<file path="src/rtl/uart_ctrl_pkg.sv">
package uart_ctrl_pkg;
    localparam int DATA_W = 8;
    localparam int ADDR_W = 3;

    localparam int OFS_CTL  = 4;
    localparam int OFS_STAT = 6;
    localparam int OFS_AUX  = 7;

    localparam int CB_RING  = 2;
    localparam int CB_IEN   = 3;
    localparam int CB_LOOP  = 4;
    localparam int CB_ANY   = 5;
    localparam int CB_RSVD  = 6;
    localparam int CB_DIV   = 7;
    localparam int SB_RING  = 6;

    typedef enum logic [1:0] {XF_IDLE, XF_WRITE, XF_READ} xfer_e;
    typedef enum logic {VIEW_STD, VIEW_TRIG} view_e;

    function automatic logic ctl_guarded(input int b);
        return (b == CB_ANY) || (b == CB_DIV);
    endfunction
endpackage

</file>
<file path="src/rtl/uart_ctl_reg.sv">
module uart_ctl_reg
    import uart_ctrl_pkg::*;
#(
    parameter int DW = DATA_W
) (
    input  logic          clk,
    input  logic          rst_n,
    input  logic          wr_en,
    input  logic [DW-1:0] wr_data,
    input  logic          feat_en,
    output logic [DW-1:0] ctl_q
);
    for (genvar b = 0; b < DW; b++) begin : g_bit
        if (b == CB_RSVD) begin : g_rsvd
            assign ctl_q[b] = 1'b0;
        end else if (ctl_guarded(b)) begin : g_guard
            always_ff @(posedge clk or negedge rst_n) begin
                if (!rst_n)                 ctl_q[b] <= 1'b0;
                else if (wr_en && feat_en)  ctl_q[b] <= wr_data[b];
            end
        end else begin : g_open
            always_ff @(posedge clk or negedge rst_n) begin
                if (!rst_n)      ctl_q[b] <= 1'b0;
                else if (wr_en)  ctl_q[b] <= wr_data[b];
            end
        end
    end


    guard_bits_chk: assert property (@(posedge clk) disable iff (!rst_n)
        (wr_en && !feat_en) |=> (ctl_q[CB_ANY] == $past(ctl_q[CB_ANY]))
                             && (ctl_q[CB_DIV] == $past(ctl_q[CB_DIV])));
endmodule

</file>
<file path="src/rtl/uart_bank_store.sv">
module uart_bank_store
    import uart_ctrl_pkg::*;
#(
    parameter int DW = DATA_W,
    parameter int AW = ADDR_W
) (
    input  logic          clk,
    input  logic          rst_n,
    input  logic          wr_fire,
    input  logic [AW-1:0] addr,
    input  logic [DW-1:0] wr_data,
    input  view_e         view,
    output logic [DW-1:0] trig_ctl,
    output logic [DW-1:0] scratch,
    output logic [DW-1:0] trig_lvl
);
    localparam int NREG = 3;
    logic [NREG-1:0] we;
    logic [DW-1:0]   store_q [NREG];

    always_comb begin
        we    = '0;
        we[0] = wr_fire && (addr == AW'(OFS_STAT)) && (view == VIEW_TRIG);
        we[1] = wr_fire && (addr == AW'(OFS_AUX))  && (view == VIEW_STD);
        we[2] = wr_fire && (addr == AW'(OFS_AUX))  && (view == VIEW_TRIG);
    end

    for (genvar i = 0; i < NREG; i++) begin : g_reg
        always_ff @(posedge clk or negedge rst_n) begin
            if (!rst_n)      store_q[i] <= '0;
            else if (we[i])  store_q[i] <= wr_data;
        end
    end

    assign trig_ctl = store_q[0];
    assign scratch  = store_q[1];
    assign trig_lvl = store_q[2];


    stat_wr_ignored_chk: assert property (@(posedge clk) disable iff (!rst_n)
        (wr_fire && addr == AW'(OFS_STAT) && view == VIEW_STD) |=> $stable(trig_ctl));


    aux_split_chk: assert property (@(posedge clk) disable iff (!rst_n)
        (wr_fire && addr == AW'(OFS_AUX) && view == VIEW_STD) |=> $stable(trig_lvl));
endmodule

</file>
<file path="src/rtl/uart_rd_path.sv">
module uart_rd_path
    import uart_ctrl_pkg::*;
#(
    parameter int DW = DATA_W,
    parameter int AW = ADDR_W
) (
    input  logic          clk,
    input  logic          rst_n,
    input  logic          sel,
    input  logic          wr_stb,
    input  logic          rd_stb,
    input  logic [AW-1:0] addr,
    input  view_e         view,
    input  logic [DW-1:0] ctl_q,
    input  logic [DW-1:0] msr_in,
    input  logic [DW-1:0] trig_ctl,
    input  logic [DW-1:0] scratch,
    input  logic [DW-1:0] trig_lvl,
    output logic          wr_fire,
    output xfer_e         xfer_q,
    output logic [DW-1:0] rd_data
);
    xfer_e         xfer_d;
    logic [DW-1:0] stat_eff;
    logic [DW-1:0] mux_d;

    always_comb begin
        if (sel && wr_stb)       xfer_d = XF_WRITE;
        else if (sel && rd_stb)  xfer_d = XF_READ;
        else                     xfer_d = XF_IDLE;
    end

    always_ff @(posedge clk or negedge rst_n) begin
        if (!rst_n) xfer_q <= XF_IDLE;
        else        xfer_q <= xfer_d;
    end

    always_comb begin
        stat_eff = msr_in;
        if (ctl_q[CB_LOOP]) stat_eff[SB_RING] = ctl_q[CB_RING];
    end

    always_comb begin
        unique case (addr)
            AW'(OFS_CTL):  mux_d = ctl_q;
            AW'(OFS_STAT): mux_d = (view == VIEW_TRIG) ? trig_ctl : stat_eff;
            AW'(OFS_AUX):  mux_d = (view == VIEW_TRIG) ? trig_lvl : scratch;
            default:       mux_d = '0;
        endcase
    end

    always_ff @(posedge clk or negedge rst_n) begin
        if (!rst_n) begin
            rd_data <= '0;
        end else begin
            unique case (xfer_d)
                XF_READ:  rd_data <= mux_d;
                XF_WRITE: rd_data <= rd_data;
                XF_IDLE:  rd_data <= rd_data;
            endcase
        end
    end

    assign wr_fire = (xfer_d == XF_WRITE);


    loop_ring_chk: assert property (@(posedge clk) disable iff (!rst_n)
        (xfer_d == XF_READ && addr == AW'(OFS_STAT) && view == VIEW_STD && ctl_q[CB_LOOP])
        |=> (rd_data[SB_RING] == $past(ctl_q[CB_RING])));


    hold_rd_chk: assert property (@(posedge clk) disable iff (!rst_n)
        (xfer_d != XF_READ) |=> $stable(rd_data));
endmodule

</file>
<file path="src/rtl/uart_ctrl_regs.sv">
module uart_ctrl_regs
    import uart_ctrl_pkg::*;
#(
    parameter int DW = DATA_W,
    parameter int AW = ADDR_W
) (
    input  logic          clk,
    input  logic          rst_n,
    input  logic          sel,
    input  logic          wr_stb,
    input  logic          rd_stb,
    input  logic [AW-1:0] addr,
    input  logic [DW-1:0] wr_data,
    output logic [DW-1:0] rd_data,
    input  logic          feat_en,
    input  logic [DW-1:0] msr_in,
    input  logic          irq_req,
    output logic          irq_pin,
    output logic          irq_oe,
    output logic          gpo,
    output logic          loop_en,
    output logic          any_resume,
    output logic          clk_div4
);
    logic [DW-1:0] ctl_q;
    logic [DW-1:0] trig_ctl, scratch, trig_lvl;
    logic          wr_fire;
    xfer_e         xfer_q;
    view_e         view;
    logic [AW-1:0] addr_q;

    assign view = (feat_en && ctl_q[CB_RING]) ? VIEW_TRIG : VIEW_STD;

    uart_rd_path #(.DW(DW), .AW(AW)) u_rd (
        .clk(clk), .rst_n(rst_n), .sel(sel), .wr_stb(wr_stb), .rd_stb(rd_stb),
        .addr(addr), .view(view), .ctl_q(ctl_q), .msr_in(msr_in),
        .trig_ctl(trig_ctl), .scratch(scratch), .trig_lvl(trig_lvl),
        .wr_fire(wr_fire), .xfer_q(xfer_q), .rd_data(rd_data)
    );

    uart_ctl_reg #(.DW(DW)) u_ctl (
        .clk(clk), .rst_n(rst_n),
        .wr_en(wr_fire && (addr == AW'(OFS_CTL))),
        .wr_data(wr_data), .feat_en(feat_en), .ctl_q(ctl_q)
    );

    uart_bank_store #(.DW(DW), .AW(AW)) u_bank (
        .clk(clk), .rst_n(rst_n), .wr_fire(wr_fire), .addr(addr),
        .wr_data(wr_data), .view(view),
        .trig_ctl(trig_ctl), .scratch(scratch), .trig_lvl(trig_lvl)
    );

    always_comb begin
        irq_oe     = ctl_q[CB_IEN];
        irq_pin    = ctl_q[CB_IEN] & irq_req;
        gpo        = ~ctl_q[CB_IEN];
        loop_en    = ctl_q[CB_LOOP];
        any_resume = ctl_q[CB_ANY];
        clk_div4   = ctl_q[CB_DIV];
    end

    always_ff @(posedge clk or negedge rst_n) begin
        if (!rst_n) addr_q <= '0;
        else        addr_q <= addr;
    end


    rsvd_read_zero_chk: assert property (@(posedge clk) disable iff (!rst_n)
        (xfer_q == XF_READ && addr_q == AW'(OFS_CTL)) |-> (rd_data[CB_RSVD] == 1'b0));


    irq_gpo_excl_chk: assert property (@(posedge clk) disable iff (!rst_n)
        irq_oe |-> !gpo);


    irq_quiet_chk: assert property (@(posedge clk) disable iff (!rst_n)
        !irq_oe |-> !irq_pin);
endmodule

</file>
<file path="config.mk">
export PLATFORM = sky130hd
export DESIGN_NAME = uart_ctrl_regs
export DESIGN_NICKNAME = d
export VERILOG_FILES = /design/src/rtl/uart_ctrl_pkg.sv /design/src/rtl/uart_ctl_reg.sv /design/src/rtl/uart_bank_store.sv /design/src/rtl/uart_rd_path.sv /design/src/rtl/uart_ctrl_regs.sv
export SDC_FILE = /design/constraint.sdc
export NUM_CORES = 1
export LEC_CHECK = 0
export BUFFER_PORTS_ARGS = -buffer_cell sky130_fd_sc_hd__buf_2
export CAP_MARGIN = 20
export CORE_UTILIZATION = 58
export DETAILED_ROUTE_END_ITERATION = 10
export GPL_TIMING_DRIVEN = 0
export PLACE_DENSITY = 0.94
export SLEW_MARGIN = 20
export SYNTH_ARGS = -nofsm -noshare
export SYNTH_HDL_FRONTEND = slang
export SYNTH_SLANG_ARGS = --single-unit
</file>
<file path="constraint.sdc">
create_clock -name clk -period 4.29 [get_ports clk]
set_input_delay 0.2145 -clock clk [delete_from_list [all_inputs] [get_ports clk]]
set_output_delay 0.2145 -clock clk [all_outputs]
set_load 0.05 [all_outputs]
</file>
==> summary.md, run 1 <==
| Metric | Value |
|---|---|
| Clock transition at path regs | 0.10 ns |
| Die height | 60.90 um |
| Minimum clock period | 1.829 ns |
| HP Class | in2reg |
| Number of H-tree levels | 2 |
| Worst Path Max Fanout | 9 |
| Io pins | 40 |
| TritonCTS Sinks | 39 |
| Dominant cell by count in the synthesized netlist | dfrtp_1 |
| EDFF count, synth | 0 |
| Setup CP Type | reg2reg |
| Final wirelength | 4.525 mm |
| Hold_sp | wr_data[6] |
| Final worst-path cycle share | 42.63% |
| CTS buffer count | 5 |
| Skew final | 0.01094 ns |
| Total power per unit cell area | 391.7 nW/um^2 |
| Worst Hold Depth | 2 |
| Crit path launch type | register |
| Area of the multi-input gates | 992.2 um^2 |
| Top_reg_cell synth | dfrtp_1 |
| Pleak | 1.129 nW |
| Nets | 225 |
| Hold Path End | u_bank.scratch[6]$_DFFE_PN0P_ |
| Starting Density | 60.29% |
| Total GRT Usage | 27.17% |
| Final Hold Fails | 0 |
| R2r worst-path depth | 3 |
| Setup TNS Final | 0 ns |
| Max_cap viols | 0 |
| Share of post-route cells with drive strength above 1 | 45.96% |
| Post-synthesis sequential area ratio | 48.51% |
| Filler cells | 251 |
| Worst setup EP type | register |
| Util after Layout | 69.25% |
| # hold bufs at CTS | 1 |
| Slowest stage delay, CP | 0.71 ns |
| Gpl congestion | 0.8241 |
| Mapped Area | 2012 um^2 |
| Worst path slowest cell | nor3b_2 |
| CP arrival | 2.06 ns |
| R2R Setup Slk | 2.46 ns |
| Largest net degree at the start of global routing | 40 |
| Pwr Total | 0.9052 mW |
| Synth top area share | 48.51% |
| CTS resizes | 0 |
| FF/Latch Area | 975.9 um^2 |
| PortBufs | 38 |
| CTS Buffer Depth | 2 |
| WP data required | 4.52 ns |
| Syn Area/Cell | 13.15 um^2 |
| Setup Buffers After CTS | 0 |
| DRT iter0 DRCs | 60 |
| Core area | 3337 um^2 |
| Wirelength per Cell | 18.55 um |
| Routed Antenna Nets | 0 |
| Clock latency on the worst-skew pair | 0.35 ns |
| Outcome | finished, final reports clean |
| Worst-path cell chain | nand2_4, nor3b_2, mux2_2 |
| Detail Placement HPWL | 3.157 mm |
| FP Rows | 21 |
| Peak supply drop | 0.2361 mV |
| RSZ-0062 raised after global routing | no |
| Fmax | 0.5468 GHz |
| Area grow syn2layout | 14.86% |
| FF+latch count, synth | 39 |
| Clk root buf | clkbuf_4 |
| CTS tree | built |
| Ys async rst share | 100.0% |
| Average vias per placed instance | 6.029 |
| Max_slew headroom | 42.77% |
| Slew Viols, Final | 0 |
| Most frequent cells after synthesis | dfrtp_1, mux2_2, o211ai_1 |
| Pre-Repair DR Iteration Count | 4 |
| First-pass GRT wire length | 7.044 mm |
| Die Wd | 60.90 um |
| Synth Warn # | 0 |
| Congestion Overflow GR | 0 |
| Syn Inst Count | 153 |
| # setup viols final | 0 |
| R2r startpoint | u_ctl.ctl_q[2]$_DFFE_PN0P_ |
| Post-route DRC violation count | 0 |
| Vias in the first global route | 1534 |
| Syn nets | 179 |
| Diodes inserted | 0 |
| Actual slew at the worst max-slew pin | 0.8585 ns |
| Area contributors post-synth | dfrtp_1, mux2_2, mux2i_1 |
| Reg2reg end | u_bank.trig_ctl[1]$_DFFE_PN0P_ |
| Distinct cell type count of the synthesized netlist | 27 |
| Die area | 3708 um^2 |
| Initial antenna violation count | 0 |
| Area leader, netlist | dfrtp_1 |
| Vias | 1471 |
==> worst max-delay path, delay by kind of cell (launching register included) <==
family / cells / cell delay (ns)
and+or+nand+nor: 2 / 0.87
DFF: 1 / 0.42
muxes: 1 / 0.42
==> report_power, final <==
| part | switching (mW) | internal, mW | leakage [nW] |
|---|---|---|---|
| Clock | 0.109 | 0.0583 | 0.0242 |
| Sequential | 0.0382 | 0.428 | 0.511 |
| Combinational | 0.171 | 0.101 | 0.594 |
| Total | 0.318 | 0.587 | 1.13 |
==> final cells by class <==
class	instances	area share, %
clock buffer	6	1.787
inverter	1	0.1624
timing repair buffer	39	8.663
tap	46	2.491
sequential	39	42.23
multi-input combinational	103	42.93
buffer	10	1.733
==> placed cells by master, fill, tap and decap left out, types with 2 or more instances in the layout <==
cell	instances
clkbuf_1	9
buf_2	40
mux2_2	30
mux2_4	2
nand2_1	2
and2_1	2
o211ai_1	15
and3_1	8
clkbuf_4	5
a21boi_0	8
dfrtp_1	39
mux2i_1	14
and4bb_2	7
nor3_4	2
==> per-layer routing <==
layer	part of all wire (%)	track usage (%)
met1	40	30.63
met2	53	49.61
met3	5.0	7.676
met4	1.4	8.442
met5	0	0
==> how the worst max path moves through the flow <==
| stage | startpoint | endpoint | slack, ns | cells after the start |
|---|---|---|---|---|
| detailed placement | feat_en | u_bank.trig_ctl[1]$_DFFE_PN0P_ | 2.41 | 4 |
| global route | u_ctl.ctl_q[2]$_DFFE_PN0P_ | u_bank.trig_ctl[1]$_DFFE_PN0P_ | 2.43 | 3 |
| finish | u_ctl.ctl_q[2]$_DFFE_PN0P_ | u_bank.trig_ctl[1]$_DFFE_PN0P_ | 2.46 | 3 |
| global placement | feat_en | u_bank.trig_ctl[2]$_DFFE_PN0P_ | 2.47 | 4 |
| floorplan | u_ctl.ctl_q[2]$_DFFE_PN0P_ | u_bank.trig_ctl[0]$_DFFE_PN0P_ | 2.83 | 3 |
| CTS | u_ctl.ctl_q[2]$_DFFE_PN0P_ | u_bank.trig_ctl[1]$_DFFE_PN0P_ | 2.45 | 3 |
==> metrics by stage <==
stage	hold slack, ns	std cells	cell area (um^2)	setup WS [ns]
2_1_floorplan	-0.08109	153	2012	2.827
3_3_place_gp	0.3364	237	2260	2.474
3_5_place_dp	0.3696	237	2260	2.410
4_1_cts	0.1201	244	2311	2.454
5_1_grt	0.1141	244	2311	2.428
6_report	0.1352	244	2311	2.461
==> logic make-up after synthesis <==
| logic type | count (synthesis) | share of synthesized area, % |
|---|---|---|
| AOI/OAI and AO/OA | 24 | 9.018 |
| and+or+nand+nor | 33 | 15.05 |
| buffers and inverters | 11 | 2.177 |
| muxes | 46 | 25.25 |
| DFF | 39 | 48.51 |
==> registers in the layout, summed over array words and instances (netlist names) <==
signal	flops
u_bank.scratch	8
u_bank.trig_ctl	8
u_bank.trig_lvl	8
u_rd.rd_data	8
u_ctl.ctl_q	7
Power figures use the tool's default switching activity.
==> run 2: changes to the inputs <==
--- a/config.mk
+++ b/config.mk
@@ -5,12 +5,13 @@
 export SDC_FILE = /design/constraint.sdc
 export NUM_CORES = 1
 export LEC_CHECK = 0
+export ABC_AREA = 1
 export BUFFER_PORTS_ARGS = -buffer_cell sky130_fd_sc_hd__buf_2
 export CAP_MARGIN = 20
-export CORE_UTILIZATION = 58
+export CORE_UTILIZATION = 54
 export DETAILED_ROUTE_END_ITERATION = 10
 export GPL_TIMING_DRIVEN = 0
-export PLACE_DENSITY = 0.94
+export PLACE_DENSITY = 0.89
 export SLEW_MARGIN = 20
 export SYNTH_ARGS = -nofsm -noshare
 export SYNTH_HDL_FRONTEND = slang
==> constraint.sdc (replaced) <==
create_clock -name clk -period 1.7 [get_ports clk]
set_input_delay 0.085 -clock clk [delete_from_list [all_inputs] [get_ports clk]]
set_output_delay 0.085 -clock clk [all_outputs]
set_load 0.05 [all_outputs]
==> run 2 against run 1 <==
  * Global-route usage is 2.7 points lower
  * Die area is 7.7% higher
  * Area after synthesis is 0.50% higher
  * Synthesized cell count is 59% higher
  * Clock skew is 0.0039 ns lower
  * Largest cell class is now flip-flops and latches
  * Highest routed layer unchanged
==> summary.md, run 2 <==
| Metric | Value |
|---|---|
| Number of H-tree levels | 2 |
| Worst Path Max Fanout | 10 |
| Final Hold Fails | 0 |
| Distinct cell type count of the synthesized netlist | 17 |
| Average vias per placed instance | 5.221 |
| TritonCTS Sinks | 39 |
| Area contributors post-synth | dfrtp_1, nand2_1, o21ai_2 |
| Skew final | 0.006999 ns |
| CP arrival | 1.65 ns |
| Syn Inst Count | 243 |
| Inst Count DP | 326 |
| Pre-Repair DR Iteration Count | 4 |
| Post-route DRC violation count | 0 |
| Vias | 1749 |
| HP Class | in2reg |
| Synth top area share | 48.27% |
| RSZ-0062 raised after global routing | no |
| Io pins | 40 |
| Congestion Overflow GR | 0 |
| Commonest non-fill, non-tap cell in the layout | nand2_1 |
| Post-synthesis sequential area ratio | 48.27% |
| Pint | 1.538 mW |
| Final std cells w/o fill | 335 |
| R2r worst-path depth | 9 |
| Wirelength per Cell | 13.04 um |
| Outcome | finished, final reports clean |
| EDFF count, synth | 0 |
| WP data required | 1.94 ns |
| Nets | 314 |
| Minimum clock period | 1.405 ns |
| Synth Warn # | 0 |
| Clock latency on the worst-skew pair | 0.30 ns |
| Fmax | 0.7117 GHz |
| # hold bufs at CTS | 1 |
| Ys async rst share | 100.0% |
| CTS buffer count | 5 |
| Worst Hold Depth | 3 |
| Clock transition at path regs | 0.07 ns |
| Pwr Total | 2.397 mW |
| Worst setup EP type | register |
| CTS resizes | 0 |
| Initial antenna violation count | 0 |
| Max_slew headroom | 42.27% |
| Actual slew at the worst max-slew pin | 0.8659 ns |
| Vias in the first global route | 1633 |
| Most frequent cells in the layout | nand2_1, buf_2, dfrtp_1 |
| Largest net degree at the start of global routing | 40 |
| Diodes inserted | 0 |
| Placed Area | 2265 um^2 |
| Setup Buffers After CTS | 0 |
| Starting Density | 58.30% |
| Gate power share | 27.0% |
| Routed Antenna Nets | 0 |
| Gpl congestion | 0.7902 |
| Post-route cell area | 2356 um^2 |
| Share of post-route cells with drive strength above 1 | 28.72% |
| CTS Buffer Depth | 2 |
| Die height | 63.19 um |
| Switching power summed over all nets | 0.8588 mW |
| Peak supply drop | 0.5800 mV |
| DRT iter0 DRCs | 89 |
| Core area | 3468 um^2 |
| CTS tree | built |
| First-pass GRT wire length | 7.383 mm |
| Seq pwr share | 47.5% |
| Clk root buf | clkbuf_8 |
| Setup CP Type | reg2reg |
| FP Rows | 21 |
| Total power per unit cell area | 1017 nW/um^2 |
| Crit path launch type | register |
| Final worst-path cycle share | 82.65% |
| Pleak | 1.290 nW |
| Total GRT Usage | 24.45% |
| Max_cap viols | 0 |
| Syn Area/Cell | 8.321 um^2 |
| Switching share of power | 35.83% |
| Final wirelength | 4.369 mm |
| Area grow syn2layout | 16.52% |
| Mapped Area | 2022 um^2 |
| Most frequent cells after synthesis | nand2_1, dfrtp_1, nand3_1 |
| Clock power frac | 25.4% |
| Detail Placement HPWL | 3.138 mm |
| Dominant cell by count in the synthesized netlist | nand2_1 |
| Die area | 3993 um^2 |
| Setup TNS Final | 0 ns |
| Filler cells | 296 |
| Slew Viols, Final | 0 |
| # setup viols final | 0 |
| Area leader, netlist | dfrtp_1 |
| FF+latch count, synth | 39 |
| Syn nets | 269 |
| Die Wd | 63.19 um |
| PortBufs | 37 |
| Top_reg_cell synth | dfrtp_1 |
-- run 2: cell types whose count changed after synthesis, moves of 7 or more --
cell	previous run	this run
mux2_2	30	0
nand3_1	1	31
o21ai_0	0	7
clkbuf_1	8	0
inv_1	1	14
nand2_1	2	107
and3_1	8	0
mux2i_1	14	0
and4bb_2	7	0
a21boi_0	8	0
o21ai_2	0	20
o211ai_1	15	0
-- run 2: kinds of logic (layout without fill, tap and decap cells) --
logic type | Yosys count | in the layout | synth area share [%]
and+or+nand+nor | 148 | 148 | 33.91
DFF | 39 | 39 | 48.27
AOI/OAI and AO/OA | 31 | 31 | 11.39
buffers and inverters | 25 | 71 | 6.435
-- run 2: power groups by stage --
stage          Sequential [mW]  Combinational (mW)  Clock, mW
5_1_grt                   1.15               0.713      0.652
3_5_place_dp              1.15               0.647          0
4_1_cts                   1.14               0.651      0.618
6_report                  1.14               0.648      0.609
2_1_floorplan             1.28               0.337          0
3_3_place_gp              1.15               0.628          0
-- run 2: layout make-up --
| type | count | area [um^2] | area share, % |
|---|---|---|---|
| clock inverter | 1 | 5.005 | 0.2124 |
| tap | 46 | 57.56 | 2.443 |
| sequential | 39 | 975.9 | 41.42 |
| buffer | 9 | 70.07 | 2.974 |
| multi-input combinational | 179 | 915.9 | 38.87 |
| timing repair buffer | 38 | 195.2 | 8.285 |
| clock buffer | 7 | 76.32 | 3.240 |
| inverter | 16 | 60.06 | 2.549 |
-- run 2: critical path, stage by stage (launching register included) --
cell,delay [ns]
dfrtp_1,0.36
buf_2,0.19
nand2_4,0.14
buf_2,0.25
nand2_1,0.08
nand2_1,0.08
nand2_1,0.05
nand2_1,0.09
nand2_1,0.06
nand2_1,0.06
-- run 2: path summary, 6_finish.rpt --
check                                       startpoint                             end  slack (ns)
setup reg to reg            u_ctl.ctl_q[2]$_DFFE_PN0P_     u_rd.rd_data[6]$_DFFE_PN0N_        0.29
setup / recovery            u_ctl.ctl_q[2]$_DFFE_PN0P_     u_rd.rd_data[6]$_DFFE_PN0N_        0.29
min in group asynchronous                        rst_n     u_rd.rd_data[1]$_DFFE_PN0N_        0.43
hold / removal                              wr_data[6]  u_bank.trig_lvl[6]$_DFFE_PN0P_         0.1
hold reg to reg            u_rd.rd_data[3]$_DFFE_PN0N_     u_rd.rd_data[3]$_DFFE_PN0N_        0.47
max in group asynchronous                        rst_n   u_bank.scratch[0]$_DFFE_PN0P_        0.72
-- run 2: per-layer routing --
layer	routed length (um)	share of wire (%)	up-vias	GRT usage (%)
met2	2100	48	57	38.84
met4	89	2.0	0	10.80
met5	0	0	-	0
met3	265	6.1	10	7.790
met1	1913	44	805	30.42
li1	-	-	877	-
-- run 2: metrics by stage --
stage	hold slack, ns	utilization [%]	worst slack [ns]
finish	0.09655	67.93	0.2949
global route	0.1203	67.93	0.1782
CTS	0.09638	67.93	0.3060
detailed placement	0.2393	65.30	0.3243
global placement	0.2284	65.30	0.3532
floorplan	-0.2106	-	0.5172
==> run 3: changes to the inputs <==
==> constraint.sdc (replaced) <==
create_clock -name clk -period 1.4 [get_ports clk]
set_input_delay 0.07 -clock clk [delete_from_list [all_inputs] [get_ports clk]]
set_output_delay 0.07 -clock clk [all_outputs]
set_load 0.05 [all_outputs]
==> run 3 against run 2 <==
  * Setup slack got worse by 0.20 ns
  * Non-clock buffer count did not move
  * Sequential power rose by 21%
  * Wire length fell by 0.25%
  * Hold slack got worse by 0.014 ns
  * Highest routed layer unchanged
==> summary.md, run 3 (same netlist as run 2, synthesis figures left out) <==
| Metric | Value |
|---|---|
| Vias | 1731 |
| Setup CP Type | reg2reg |
| Final worst-path cycle share | 93.31% |
| Slowest stage delay, CP | 0.36 ns |
| R2r worst-path depth | 9 |
| Actual slew at the worst max-slew pin | 0.8630 ns |
| Die Wd | 63.19 um |
| Switching share of power | 35.70% |
| Switching power summed over all nets | 1.042 mW |
| FP Rows | 21 |
| R2r startpoint | u_ctl.ctl_q[2]$_DFFE_PN0P_ |
| Gpl congestion | 0.7902 |
| Met3 Usage GRT | 7.790% |
| Peak supply drop | 0.7063 mV |
| PortBufs | 37 |
| Seq pwr share | 47.4% |
| R2R Setup Slk | 0.09 ns |
| Io pins | 40 |
| Max_cap viols | 0 |
| Util after Layout | 68.25% |
| CP arrival | 1.55 ns |
| RSZ-0062 raised after global routing | yes |
| # setup viols final | 0 |
| Initial antenna violation count | 0 |
| HP Class | in2reg |
| Setup TNS Final | 0 ns |
| Die area | 3993 um^2 |
| Final std cells w/o fill | 335 |
| CTS buffer count | 5 |
| CP endpoint | u_rd.rd_data[6]$_DFFE_PN0N_ |
| Clock transition at path regs | 0.07 ns |
| Worst Path Max Fanout | 10 |
| Area grow syn2layout | 17.08% |
| Clk root buf | clkbuf_8 |
| Worst setup EP type | register |
| Outcome | finished, final reports clean |
| M1 GR Usage | 30.42% |
| Congestion Overflow GR | 0 |
| Worst path slowest cell | dfrtp_1 |
| Worst-path cell chain | clkbuf_4, nand2_4, buf_6, nand2_1, nand2_1, nand2_1, nand2_1, nand2_1, nand2_1 |
| Fmax | 0.7655 GHz |
| Pint | 1.876 mW |
| Most frequent cells in the layout | nand2_1, buf_2, dfrtp_1 |
| Vias in the first global route | 1633 |
| Starting Density | 58.30% |
| Largest net degree at the start of global routing | 40 |
| Routed Antenna Nets | 0 |
| Reg2reg end | u_rd.rd_data[6]$_DFFE_PN0N_ |
| Crit path launch type | register |
| Clock power frac | 25.2% |
| Wirelength per Cell | 13.01 um |
| DRT iter0 DRCs | 69 |
| Share of post-route cells with drive strength above 1 | 28.72% |
| Core area | 3468 um^2 |
| Slew Viols, Final | 0 |
| Final wirelength | 4.358 mm |
| Gate power share | 27.3% |
| Minimum clock period | 1.306 ns |
| Detail Placement HPWL | 3.138 mm |
| First-pass GRT wire length | 7.383 mm |
| WP data required | 1.64 ns |
| Post-route DRC violation count | 0 |
| Most used cell, CP | nand2_1 |
| Max_slew headroom | 42.47% |
| Total power per unit cell area | 1232 nW/um^2 |
| Pleak | 1.293 nW |
| Number of H-tree levels | 2 |
| Die height | 63.19 um |
| Skew final | 0.005800 ns |
| Commonest non-fill, non-tap cell in the layout | nand2_1 |
| Setup Buffers After CTS | 0 |
| CTS tree | built |
| Nets | 314 |
| Setup crit start | u_ctl.ctl_q[2]$_DFFE_PN0P_ |
| CTS Buffer Depth | 2 |
| TritonCTS Sinks | 39 |
| Total GRT Usage | 24.45% |
| Layer with the highest usage | met2 |
| Diodes inserted | 0 |
| Clock latency on the worst-skew pair | 0.30 ns |
| Global Route met2 Usage | 38.84% |
| Final Hold Fails | 0 |
| Average vias per placed instance | 5.167 |
| Inst Count DP | 326 |
| Pre-Repair DR Iteration Count | 4 |
==> run 3: cell types whose count changed in the layout (fill, tap and decap cells not counted) <==
cell	before	now
buf_2	42	40
buf_6	4	5
clkbuf_4	0	1
inv_2	2	1
inv_4	0	1
==> run 3: repair_timing <==
| action | in CTS | in global routing |
|---|---|---|
| endpoints found under the setup margin | 0 | 15 |
| hold endpoints to repair | 39 | 0 |
| resized for setup | 0 | 5 |
| hold buffers | 1 | 0 |
==> run 3: power by group through the flow <==
stage / logic [mW] / clock network, mW / registers (mW)
global placement: 0.763 / 0 / 1.39
CTS: 0.790 / 0.751 / 1.38
finish: 0.798 / 0.736 / 1.38
detailed placement: 0.785 / 0 / 1.40
floorplan: 0.409 / 0 / 1.56
global route: 0.876 / 0.792 / 1.40
==> run 3: per-layer routing <==
metal / vias to the layer above / wire length [um]
met5: - / 0
met4: 0 / 107
met3: 12 / 252
met2: 57 / 2092
met1: 786 / 1905
li1: 876 / -
==> run 3: through the flow <==
stage / hold WS (ns) / total power [mW] / area (um^2) / setup WS (ns)
after floorplan: -0.2256 / 1.965 / 2022 / 0.2172
after global placement: 0.2134 / 2.156 / 2265 / 0.05318
after detailed placement: 0.2243 / 2.185 / 2265 / 0.02427
after CTS: 0.08138 / 2.922 / 2356 / 0.005966
after global routing: 0.1053 / 3.066 / 2367 / -0.01164
final: 0.08221 / 2.917 / 2367 / 0.09361
==> run 3: layout make-up <==
class	count	area (um^2)
Tap cell	46	57.56
Timing Repair Buffer	38	195.2
Fill cell	294	1101
Clock inverter	1	5.005
Inverter	16	62.56
Clock buffer	7	76.32
Sequential cell	39	975.9
Buffer	9	78.83
Multi-Input combinational cell	179	915.9
==> run 3: worst min-delay path by stage <==
stage	slack, ns	startpoint	depth (start not counted)	end
after global placement	0.21	rst_n	1	u_rd.rd_data[1]$_DFFE_PN0N_
after detailed placement	0.22	rst_n	1	u_rd.rd_data[1]$_DFFE_PN0N_
after global routing	0.11	wr_data[1]	3	u_bank.trig_lvl[1]$_DFFE_PN0P_
final	0.08	wr_data[6]	3	u_bank.trig_lvl[6]$_DFFE_PN0P_
after floorplan	-0.23	rst_n	0	u_bank.scratch[0]$_DFFE_PN0P_
after CTS	0.08	wr_data[6]	3	u_bank.trig_lvl[6]$_DFFE_PN0P_
==> run 3: worst max-delay path, delay by kind of cell, from the launching register on <==
| family | cells | cell delay [ns] |
|---|---|---|
| flops | 1 | 0.36 |
| buf+inv | 2 | 0.36 |
| simple gates | 7 | 0.54 |
